`config.mk`:
```
export PLATFORM = sky130hd
export DESIGN_NAME = acc_alu
export DESIGN_NICKNAME = d
export VERILOG_FILES = /design/src/rtl/acc_alu_pkg.sv /design/src/rtl/acc_alu_ctrl.sv /design/src/rtl/acc_alu_dp.sv /design/src/rtl/acc_alu.sv
export SDC_FILE = /design/constraint.sdc
export NUM_CORES = 1
export LEC_CHECK = 0
export BUFFER_PORTS_ARGS = -buffer_cell sky130_fd_sc_hd__buf_2
export CAP_MARGIN = 0
export CORE_ASPECT_RATIO = 1.5
export CORE_MARGIN = 4
export CORE_UTILIZATION = 58
export DETAILED_ROUTE_END_ITERATION = 10
export PLACE_DENSITY = 0.86
export REMOVE_ABC_BUFFERS = 1
export SYNTH_ARGS = -nofsm -noshare
export SYNTH_HDL_FRONTEND = slang
export SYNTH_SLANG_ARGS = --single-unit
```
`constraint.sdc`:
```
create_clock -name clk -period 10.5 [get_ports clk]
set_input_delay 0.525 -clock clk [delete_from_list [all_inputs] [get_ports clk]]
set_output_delay 0.525 -clock clk [all_outputs]
set_load 0.05 [all_outputs]
```
`src/rtl/acc_alu_pkg.sv`:
```
package acc_alu_pkg;

  typedef enum logic [3:0] {
    OP_ADD   = 4'd0,
    OP_DADD  = 4'd1,
    OP_AND   = 4'd2,
    OP_OR    = 4'd3,
    OP_XOR   = 4'd4,
    OP_CMP   = 4'd5,
    OP_SHR1  = 4'd6,
    OP_SHR4  = 4'd7,
    OP_SHL1  = 4'd8,
    OP_SHL4  = 4'd9,
    OP_COM   = 4'd10,
    OP_LNK   = 4'd11,
    OP_INC   = 4'd12,
    OP_CLR   = 4'd13,
    OP_LDNIB = 4'd14,
    OP_RSVD  = 4'd15
  } aluOp_e;

  localparam int FLAG_C = 0;
  localparam int FLAG_Z = 1;
  localparam int FLAG_S = 2;
  localparam int FLAG_O = 3;

  typedef enum logic [2:0] {
    RS_SUM, RS_BCD, RS_AND, RS_OR, RS_XOR, RS_SHIFT, RS_NIB, RS_ZERO
  } resSel_e;

  typedef enum logic [1:0] {
    CI_ZERO, CI_ONE, CI_FLAG
  } carrySel_e;

  typedef struct packed {
    resSel_e   resSel;
    logic      swapSub;
    logic      addOperand;
    carrySel_e carrySel;
    logic      shiftLeft;
    logic      shiftNib;
    logic      invertB;
    logic      accWrite;
    logic [3:0] flagMask;
    logic      arithFlags;
    logic      forceSign;
  } aluCtrl_t;

endpackage

```
`src/rtl/acc_alu_ctrl.sv`:
```
module acc_alu_ctrl
  import acc_alu_pkg::*;
(
  input  logic [3:0] opCode,
  output aluCtrl_t   ctrl
);

  always_comb begin
    ctrl = '{resSel: RS_SUM, swapSub: 1'b0, addOperand: 1'b0, carrySel: CI_ZERO,
             shiftLeft: 1'b0, shiftNib: 1'b0, invertB: 1'b0, accWrite: 1'b1,
             flagMask: 4'hF, arithFlags: 1'b0, forceSign: 1'b0};
    case (aluOp_e'(opCode))
      OP_ADD: begin
        ctrl.addOperand = 1'b1;
        ctrl.arithFlags = 1'b1;
      end
      OP_DADD: begin
        ctrl.resSel     = RS_BCD;
        ctrl.addOperand = 1'b1;
        ctrl.arithFlags = 1'b1;
      end
      OP_AND: ctrl.resSel = RS_AND;
      OP_OR:  ctrl.resSel = RS_OR;
      OP_XOR: ctrl.resSel = RS_XOR;
      OP_CMP: begin
        ctrl.swapSub    = 1'b1;
        ctrl.carrySel   = CI_ONE;
        ctrl.arithFlags = 1'b1;
        ctrl.accWrite   = 1'b0;
      end
      OP_SHR1: begin
        ctrl.resSel    = RS_SHIFT;
        ctrl.forceSign = 1'b1;
      end
      OP_SHR4: begin
        ctrl.resSel    = RS_SHIFT;
        ctrl.shiftNib  = 1'b1;
        ctrl.forceSign = 1'b1;
      end
      OP_SHL1: begin
        ctrl.resSel    = RS_SHIFT;
        ctrl.shiftLeft = 1'b1;
      end
      OP_SHL4: begin
        ctrl.resSel    = RS_SHIFT;
        ctrl.shiftLeft = 1'b1;
        ctrl.shiftNib  = 1'b1;
      end
      OP_COM: begin
        ctrl.resSel  = RS_XOR;
        ctrl.invertB = 1'b1;
      end
      OP_LNK: begin
        ctrl.carrySel   = CI_FLAG;
        ctrl.arithFlags = 1'b1;
      end
      OP_INC: begin
        ctrl.carrySel   = CI_ONE;
        ctrl.arithFlags = 1'b1;
      end
      OP_CLR: begin
        ctrl.resSel   = RS_ZERO;
        ctrl.flagMask = 4'h0;
      end
      OP_LDNIB: begin
        ctrl.resSel   = RS_NIB;
        ctrl.flagMask = 4'h0;
      end
      default: begin
        ctrl.accWrite = 1'b0;
        ctrl.flagMask = 4'h0;
      end
    endcase
  end

endmodule

```
`src/rtl/acc_alu_dp.sv`:
```
module acc_alu_dp
  import acc_alu_pkg::*;
#(
  parameter int DATA_W = 8
) (
  input  logic              clk,
  input  logic              rstN,
  input  logic              inValid,
  input  logic [DATA_W-1:0] accIn,
  input  logic [DATA_W-1:0] operand,
  input  logic              carryIn,
  input  aluCtrl_t          ctrl,
  output logic              resValid,
  output logic [DATA_W-1:0] result,
  output logic              accWrite,
  output logic [3:0]        flags,
  output logic [3:0]        flagMask
);

  localparam int NIBS = DATA_W / 4;

  // shared binary adder
  logic [DATA_W-1:0] addX, addY;
  logic              addCin;
  logic [DATA_W:0]   sumFull;
  logic [DATA_W-1:0] lowSum;
  logic              carryIntoMsb, binOvf;

  always_comb begin
    if (ctrl.swapSub) begin
      addX = operand;
      addY = ~accIn;
    end else begin
      addX = accIn;
      addY = ctrl.addOperand ? operand : '0;
    end
    case (ctrl.carrySel)
      CI_ONE:  addCin = 1'b1;
      CI_FLAG: addCin = carryIn;
      default: addCin = 1'b0;
    endcase
  end

  assign sumFull = {1'b0, addX} + {1'b0, addY} + {{DATA_W{1'b0}}, addCin};
  assign lowSum  = {1'b0, addX[DATA_W-2:0]} + {1'b0, addY[DATA_W-2:0]}
                 + {{(DATA_W-1){1'b0}}, addCin};
  assign carryIntoMsb = lowSum[DATA_W-1];
  assign binOvf       = carryIntoMsb ^ sumFull[DATA_W];

  // digit-serial decimal adder, one corrected nibble per stage
  logic [NIBS:0]     decCarry;
  logic [DATA_W-1:0] bcdSum;
  assign decCarry[0] = 1'b0;

  for (genvar g = 0; g < NIBS; g++) begin : gDigit
    logic [4:0] rawDigit;
    logic       needFix;
    assign rawDigit = {1'b0, accIn[4*g +: 4]} + {1'b0, operand[4*g +: 4]}
                    + {4'b0, decCarry[g]};
    assign needFix  = rawDigit > 5'd9;
    assign bcdSum[4*g +: 4] = needFix ? (rawDigit[3:0] + 4'd6) : rawDigit[3:0];
    assign decCarry[g+1]    = needFix;
  end

  // shifter
  logic [DATA_W-1:0] shiftVal;
  always_comb begin
    case ({ctrl.shiftLeft, ctrl.shiftNib})
      2'b00:   shiftVal = accIn >> 1;
      2'b01:   shiftVal = accIn >> 4;
      2'b10:   shiftVal = accIn << 1;
      default: shiftVal = accIn << 4;
    endcase
  end

  // result select
  logic [DATA_W-1:0] logicB, aluVal;
  assign logicB = ctrl.invertB ? {DATA_W{1'b1}} : operand;

  always_comb begin
    case (ctrl.resSel)
      RS_SUM:   aluVal = sumFull[DATA_W-1:0];
      RS_BCD:   aluVal = bcdSum;
      RS_AND:   aluVal = accIn & logicB;
      RS_OR:    aluVal = accIn | logicB;
      RS_XOR:   aluVal = accIn ^ logicB;
      RS_SHIFT: aluVal = shiftVal;
      RS_NIB:   aluVal = {{(DATA_W-4){1'b0}}, operand[3:0]};
      default:  aluVal = '0;
    endcase
  end

  // flag formation
  logic [3:0] flagsNext;
  always_comb begin
    flagsNext         = '0;
    flagsNext[FLAG_C] = ctrl.arithFlags &
                        ((ctrl.resSel == RS_BCD) ? decCarry[NIBS] : sumFull[DATA_W]);
    flagsNext[FLAG_O] = ctrl.arithFlags & binOvf;
    flagsNext[FLAG_Z] = (aluVal == '0);
    flagsNext[FLAG_S] = ctrl.forceSign | ~aluVal[DATA_W-1];
    flagsNext         = flagsNext & ctrl.flagMask;
  end

  always_ff @(posedge clk) begin
    if (!rstN) begin
      resValid <= 1'b0;
      result   <= '0;
      accWrite <= 1'b0;
      flags    <= '0;
      flagMask <= '0;
    end else begin
      resValid <= inValid;
      if (inValid) begin
        result   <= ctrl.accWrite ? aluVal : accIn;
        accWrite <= ctrl.accWrite;
        flags    <= flagsNext;
        flagMask <= ctrl.flagMask;
      end
    end
  end

endmodule

```
`src/rtl/acc_alu.sv`:
```
module acc_alu
  import acc_alu_pkg::*;
#(
  parameter int DATA_W = 8
) (
  input  logic              clk,
  input  logic              rstN,
  input  logic              opValid,
  input  logic [3:0]        opSel,
  input  logic [DATA_W-1:0] accIn,
  input  logic [DATA_W-1:0] operand,
  input  logic              carryIn,
  output logic              resValid,
  output logic [DATA_W-1:0] result,
  output logic              accWrite,
  output logic [3:0]        flags,
  output logic [3:0]        flagMask
);

  aluCtrl_t ctrl;

  acc_alu_ctrl uCtrl (
    .opCode (opSel),
    .ctrl   (ctrl)
  );

  acc_alu_dp #(.DATA_W(DATA_W)) uDp (
    .clk      (clk),
    .rstN     (rstN),
    .inValid  (opValid),
    .accIn    (accIn),
    .operand  (operand),
    .carryIn  (carryIn),
    .ctrl     (ctrl),
    .resValid (resValid),
    .result   (result),
    .accWrite (accWrite),
    .flags    (flags),
    .flagMask (flagMask)
  );

endmodule

```
Word level (Yosys, flattened, before mapping). Cells that the tools add are included.

Register bits: 18. Logic and storage cells: 86.

Bitwise gates (word level): 10. Reduce and logical (&&, ||, !) cells: 14. Add/sub/neg operators: 9. Magnitude comparators: 2. Muxes and demuxes: 22. Equal/unequal tests: 24.

Operators with widths (number): one-hot mux 8 bit (7 select lines) (1); 2-to-1 mux 8 bit (5); == test 4 bit, second input constant (7); one-hot mux 8 bit (3 select lines) (1); one-hot mux 3 bit (7 select lines) (1); == test 4 x 3 -> 1 bit, second input constant (4); OR reduction 14 bit (1); OR reduction 13 bit (1); 2-to-1 mux 4 bit (3); OR reduction 2 bit (6); adder 4 x 4 -> 5 bit (2); > comparator 5 x 4 -> 1 bit, second input constant (2); adder 8 x 8 -> 9 bit (1); adder 9 x 1 -> 9 bit (1); == test 3 bit, second input constant (3); 2-to-1 mux 1 bit (9); adder 4 x 3 -> 4 bit, second input constant (2); adder 7 x 7 -> 8 bit (1); adder 8 x 1 -> 8 bit (1); AND 8 bit (1); == test 4 x 2 -> 1 bit, second input constant (2); zero test 8 bit (1); NOT 8 bit (1); bitwise OR 8 bit (1); other kinds (19) (23).

Logic depth before layout (Yosys ltp). Gate-level depths: netlist of run 1.

Word-level depth: 11. Mapped depth: 19.

By module. A second synthesis of run 1 with hierarchy kept.

Cell total of the unflattened synthesis: 411. Area total of the unflattened synthesis: 3034.2 um2.

By module, submodules not included: acc_alu_dp (cells each 374, times used 1, area each 2802.7 um2, sequential area each 360.3 um2); acc_alu_ctrl (cells each 37, times used 1, area each 231.5 um2, sequential area each 0.0 um2).

Least setup slack after synthesis of run 1. Ideal clock, no wire load.

Path type: input -> register. Start point: input port accIn[0]. End point: register uDp.flags[1]. Stages on the path: 18. Setup time: 84 ps. Buffers on the path: 0. Arrival: 4104 ps. Path slack: 6312 ps. Path through: ha_1 > inv_1 > fa_1 > xor2_1 > nand2_1 > a21oi_1 > fa_1 > inv_1 > fa_1 > xnor2_1 > ha_1 > nand2_1 > and4_1 > nor2_1 > mux2_1 > a211oi_1 > nand4b_1 > o31ai_2.

Cells in the longest elaborated chain, start to end: 8.

Ends and longest elaborated chain: start, declared (line acc_alu.sv:10) `input logic [DATA_W-1:0] accIn,`; adder 4 x 4 -> 5 bit (line acc_alu_dp.sv:58) `assign rawDigit = {1'b0, accIn[4*g +: 4]} + {1'b0, operand[4*g +: 4]}`; > comparator 5 x 4 -> 1 bit (line acc_alu_dp.sv:60) `assign needFix = rawDigit > 5'd9;`; adder 5 x 1 -> 5 bit (line acc_alu_dp.sv:59) `+ {4'b0, decCarry[g]};`; adder 4 x 3 -> 4 bit / > comparator 5 x 4 -> 1 bit (equally long branches) (line acc_alu_dp.sv:61, acc_alu_dp.sv:60); 2-to-1 mux 4 bit (line acc_alu_dp.sv:61) `assign bcdSum[4*g +: 4] = needFix ? (rawDigit[3:0] + 4'd6) : rawDigit[3:0];`; one-hot mux 8 bit (7 select lines) (*) (line acc_alu_dp.sv:81) `case (ctrl.resSel)`; zero test 8 bit (*) (line acc_alu_dp.sv:100) `flagsNext[FLAG_Z] = (aluVal == '0);`; AND 4 bit (*) (line acc_alu_dp.sv:102) `flagsNext = flagsNext & ctrl.flagMask;`; end signal, assigned (line acc_alu_dp.sv:117) `flags <= flagsNext;`; end, declared (line acc_alu_dp.sv:16) `output logic [3:0] flags,`.

Mark *: on every way between the ends. The rest lies on a longest branch, timed or not. A chain may end at the register's enable or synchronous reset.

Final worst setup path of run 1. Same ends and word-level chain as after synthesis.

==> results.yml, run 1 <==
outcome:
  status: "finished, final reports clean"
grt:
  grt_pass1_vias: 2740
  busiest_layer: "met2"
  antenna_found_initial: 0
  grt_overflow: 0
  use_met2_pct: 42.8
  grt_pass1_wl_um: 12300
  met1_usage_pct: 29.1
  grt_use_met3_pct: 2.64
  grt_usage_pct: 25.1
  grt_max_degree: 31
sta:
  timing.final.crit_share_pct: 45.4
  fmax_mhz: 210
  tightest_slew_ps: 938
  setup_slack_ps: 5730
  timing.final.crit_period_ps: 4770
  totalNegativeSetupSlack_ps: 0
  slew_violations: 0
  setup_violations: 0
  slew-limit-headroom_pct: 37.1
  skew_ps: 0
  rsz0062_at_grt: "false"
  hold_viol: 0
logic_synthesis:
  ys_types: 71
  yosysSeqAreaShare_pct: 10.6
  ys_ff_latch: 15
  synthFlopType: "dfxtp_1"
  synth_top_area_share_pct: 15.1
  syn_area_sq_mm: 0.00283
  avgSynthCellArea_sq_um: 7.74
  syn_inst: 365
  yosysTopAreaCell: "ha_1"
  synthArstFlopShare_pct: 0
  yosys_warnings: 0
  synth-edff-count: 0
  synthTopCellsByArea: "ha_1 (15%), dfxtp_1 (11%), mux2i_1 (4.3%)"
drt:
  viasPerCell: 6.28
  antenna_left: 0
  drt-total-wl_um: 7400
  drt_iter0_drc: 184
  first_pass_iters: 5
  num_vias: 2870
  wl_per_cell_um: 16.2
  drc: 0
critical_path:
  critPathMaxFanout: 8
  critical_path_required_ps: 10670
  worstPathArrival_ps: 4940
  end_kind: "flop"
  worst-r2r-cell-count: 2
  critPathLaunchType: "primary input"
  worstSetupPathType: "in2reg"
finish:
  synthToLayoutAreaGrowth_pct: 7.88
  mostFrequentLayoutCells: "buf_2 (41), ha_1 (34), nand2_1 (31)"
  drive_above_1_share_pct: 17.8
  antennaDiodeCount: 0
  nets: 457
  fin_cells: 457
  nFillCells: 408
  finish.instance_area_sq_mm: 0.00305
  mostFrequentLayoutCell: "buf_2"
placed_design:
  dp_worst_setup_slack_ps: 5530
  place_area_sq_mm: 0.00300
  portBuffers: 41
  hpwl_um: 5900
  place_congestion: 0.950
  place_inst: 453
floorplan:
  initial_core_util_pct: 61.2
  fp.dieArea_sq_mm: 0.00607
  die_w_um: 65.0
  coreArea_sq_mm: 0.00462
  die_y_um: 93.5
  rows: 30
  num_io_pins: 42
power_and_ir_drop:
  pwr_density_cell_mw_per_mm2: 86.0
  p_leak_nw: 1.46
  max-vdd-ir-drop_v: 0.0000351
clocking:
  post_cts_resized: 0
  h-tree-depth: 1
  cts.sinks: 15
  cts_setup_buffers: 0
  cts_buffer_depth: 2
  cts_buffers: 3
  clkLatencyLatePin_ps: 240
  cts_tree: "yes"
  clk_pin_slew_ps: 60
  cts-root-buf: "clkbuf_8"
  holdBufCountCts: 0
min_path:
  worstHoldPathType: "reg2reg"
  min_path_cells: 2
run:
  drv_cap: 0
through the flow:
stage | hold slack, ps | power [W] | utilization, %
detailed placement | 455 | 0.000215 | 65.0
CTS | 469 | 0.000261 | 66.0
global route | 496 | 0.000281 | 66.0
floorplan | 621 | 0.000172 | -
finish | 469 | 0.000262 | 66.0
global placement | 451 | 0.000210 | 65.0
report_power, final:
part	leakage, nW	switching, W	internal (W)
clock network	0.0228	0.0000188	0.0000269
registers	0.123	0.00000194	0.0000612
logic	1.31	0.0000962	0.0000572
total	1.46	0.000117	0.000145
registers in the layout, indices dropped and copies added, names as in the netlist:
signal        count
uDp.flagMask      1
uDp.resValid      1
uDp.accWrite      1
uDp.flags         4
uDp.result        8
critical path, stage by stage:
cell,delay [ps]
buf_2,180
ha_1,230
inv_1,70
fa_1,470
xor2_1,330
nand2_1,140
a21oi_1,280
fa_1,240
inv_1,50
fa_1,390
xnor2_1,310
ha_1,270
nand2_1,60
and4_1,210
nor2_1,190
mux2_1,350
a211oi_1,270
nand4b_1,160
o31ai_2,200
path summary, 6_finish.rpt:
path / to / start / slack, ps
worst min register to register: uDp.flags[2]$_SDFFE_PN0P_ / uDp.flags[2]$_SDFFE_PN0P_ / 470
worst min-delay path: uDp.flags[2]$_SDFFE_PN0P_ / uDp.flags[2]$_SDFFE_PN0P_ / 470
worst max register to register: uDp.flagMask[2]$_SDFFE_PN0P_ / uDp.flagMask[2]$_SDFFE_PN0P_ / 9710
worst max-delay path: uDp.flags[1]$_SDFFE_PN0P_ / accIn[0] / 5730
final cells by class:
cell class | count | area [sq um] | share of cell area (%)
sequential | 15 | 300 | 9.85
inverter | 31 | 116 | 3.82
multi-input combinational | 299 | 2280 | 74.8
clock buffer | 4 | 45.0 | 1.48
timing repair buffer | 44 | 228 | 7.47
tap | 64 | 80.1 | 2.63
synthesized netlist by cell type, drive strengths merged, types with 6 or more instances:
| master | instances |
|---|---|
| nand3 | 7 |
| buf | 16 |
| a22o | 7 |
| inv | 30 |
| o21ai | 21 |
| or2 | 12 |
| a21oi | 23 |
| nand2b | 6 |
| nor2 | 24 |
| nor2b | 8 |
| nand2 | 31 |
| ha | 34 |
| xor2 | 7 |
| mux2i | 12 |
| dfxtp | 15 |
| mux2 | 11 |
cells by family after synthesis:
| family | Yosys count | synth area share [%] |
|---|---|---|
| DFF | 15 | 10.6 |
| AOI/OAI and AO/OA | 102 | 25.6 |
| adders and majority gates | 39 | 18.6 |
| and+or+nand+nor | 125 | 24.7 |
| xor gates and xnor gates | 10 | 3.10 |
| muxes | 23 | 8.64 |
| buffers and inverters | 51 | 8.72 |
layer usage:
metal	part of all wire, %	routed length [um]
met1	39	2900
met2	49	3610
met3	6.8	501
met4	5.3	391
met5	0	0
Note: power is estimated with default switching activity, not from simulation.
==> run 2: changes to the inputs <==
--- a/config.mk
+++ b/config.mk
@@ -9,9 +9,9 @@
 export CAP_MARGIN = 0
 export CORE_ASPECT_RATIO = 1.5
 export CORE_MARGIN = 4
-export CORE_UTILIZATION = 58
+export CORE_UTILIZATION = 53
 export DETAILED_ROUTE_END_ITERATION = 10
-export PLACE_DENSITY = 0.86
+export PLACE_DENSITY = 0.83
 export REMOVE_ABC_BUFFERS = 1
 export SYNTH_ARGS = -nofsm -noshare
 export SYNTH_HDL_FRONTEND = slang
==> constraint.sdc (replaced) <==
create_clock -name clk -period 4.1 [get_ports clk]
set_input_delay 0.205 -clock clk [delete_from_list [all_inputs] [get_ports clk]]
set_output_delay 0.205 -clock clk [all_outputs]
set_load 0.05 [all_outputs]
==> run 2 against run 1 <==
Compared with the run above:
- final cell count rose by 4.6%
- first-iteration DRC count decreased by 15%
- design area is 5.1% higher
- die area rose by 8.4%
- non-clock buffer count up 17
- sequential power grew to 2.6 times the previous value
- register-to-register slack got worse by 6400 ps
- critical path type unchanged
- critical endpoint is now uDp.result[5]$_SDFFE_PN0P_
- largest power group unchanged
- highest routed layer unchanged
==> results.yml, run 2 (synthesis results as in run 1) <==
finish:
  largestRegisters: "uDp.result: 8 flops, uDp.flags: 4 flops"
  mostFrequentLayoutCell: "buf_2"
  finish.instance_area_sq_mm: 0.00320
  max_flop_register: "uDp.result"
  nets: 474
  fin_cells: 478
  synthToLayoutAreaGrowth_pct: 13.4
  largest_reg_flops: 8
  nFillCells: 450
  mostFrequentLayoutCells: "buf_2 (41), ha_1 (33), nand2_1 (31)"
  antennaDiodeCount: 0
  drive_above_1_share_pct: 22.7
clocking:
  cts_setup_buffers: 0
  h-tree-depth: 1
  clk_pin_slew_ps: 60
  post_cts_resized: 0
  cts_tree: "yes"
  cts_buffer_depth: 2
  holdBufCountCts: 0
  cts_buffers: 3
  cts.sinks: 15
  clkLatencyLatePin_ps: 250
  cts-root-buf: "clkbuf_8"
grt:
  grt_max_degree: 28
  grt_overflow: 0
  grt_pass1_vias: 2877
  grt_pass1_wl_um: 13000
  grt_usage_pct: 24.7
  antenna_found_initial: 0
critical_path:
  path_cells: "buf_2 -> ha_1 -> inv_1 -> fa_1 -> nand2b_1 -> a21oi_2 -> a21oi_2 -> fa_1 -> inv_1 -> fa_1 -> inv_1 -> ha_2 -> nand2_1 -> and4_1 -> nor2_1 -> buf_4 -> o221ai_1 -> a221o_1 -> mux2i_1 -> o21ai_1"
  crit_path_start: "operand[0]"
  worstPathArrival_ps: 4090
  critPathMaxFanout: 5
  critPathLaunchType: "primary input"
  cpLargestDelayFamily: "adder cells"
  critical_path_required_ps: 4230
  worstSetupPathType: "in2reg"
  r2r_start: "uDp.flagMask[2]$_SDFFE_PN0P_"
  cp_num_buf_inv: 5
  slowest_stage: "fa_1"
  critPathMaxStageDelay_ps: 460
  end_kind: "flop"
sta:
  skew_ps: 0
  timing.final.crit_share_pct: 96.6
  setup_violations: 0
  tightest_slew_ps: 608
  hold_viol: 0
  slew-limit-headroom_pct: 59.4
  slew_violations: 0
  fmax_mhz: 253
  timing.final.crit_period_ps: 3960
floorplan:
  die_w_um: 67.6
  fp.dieArea_sq_mm: 0.00659
  die_y_um: 97.4
  initial_core_util_pct: 54.7
  rows: 32
  coreArea_sq_mm: 0.00516
  num_io_pins: 42
power_and_ir_drop:
  pwr_density_cell_mw_per_mm2: 224
  finalPower_w: 0.000717
  max-vdd-ir-drop_v: 0.0000874
  p_leak_nw: 1.54
drt:
  wl_per_cell_um: 16.6
  drt-total-wl_um: 7940
  num_vias: 3033
  drt_iter0_drc: 156
  viasPerCell: 6.35
  antenna_left: 0
  first_pass_iters: 6
  drc: 0
min_path:
  worstHoldPathType: "in2reg"
  worstHoldStart: "rstN"
placed_design:
  place_congestion: 0.920
  place_inst: 474
  place_area_sq_mm: 0.00314
  portBuffers: 41
  hpwl_um: 6210
run:
  drv_cap: 0
outcome:
  status: "finished, final reports clean"
[run 2: cell type report]
class                           count  area, sq um  area share, %
Clock buffer                        3         41.3           1.29
Clock inverter                      1         5.00          0.156
Inverter                           31          116           3.63
Multi-Input combinational cell    299         2300           71.8
Sequential cell                    15          300           9.38
Tap cell                           68         85.1           2.66
Timing Repair Buffer               61          355           11.1
[run 2: routing by layer]
| metal | GRT usage, % | part of all wire (%) |
|---|---|---|
| met1 | 28.8 | 38 |
| met2 | 43.0 | 50 |
| met3 | 1.50 | 6.9 |
| met4 | 13.1 | 5.0 |
| met5 | 0 | 0 |
[run 2: where the power goes]
part | switching (W) | internal, W
clock network | 0.0000514 | 0.0000673
registers | 0.00000501 | 0.000157
logic | 0.000264 | 0.000172
[run 2: metrics by stage]
| stage | setup WS (ps) | setup TNS, ps | hold slack [ps] | utilization [%] |
|---|---|---|---|---|
| detailed placement | -51.9 | -51.9 | 453 | 60.7 |
| global route | -49.4 | -81.4 | 278 | 62.0 |
| CTS | 194 | 0 | 243 | 61.6 |
| floorplan | 232 | 0 | 301 | - |
| finish | 141 | 0 | 245 | 62.0 |
| global placement | 66.2 | 0 | 450 | 60.7 |
[run 2: worst paths after layout]
kind / to / slack, ps / cells after the start
setup / recovery: uDp.result[5]$_SDFFE_PN0P_ / 140 / 20
setup reg to reg: uDp.flagMask[2]$_SDFFE_PN0P_ / 3310 / 2
hold reg to reg: uDp.result[3]$_SDFFE_PN0P_ / 460 / 2
hold / removal: uDp.result[7]$_SDFFE_PN0P_ / 250 / 2
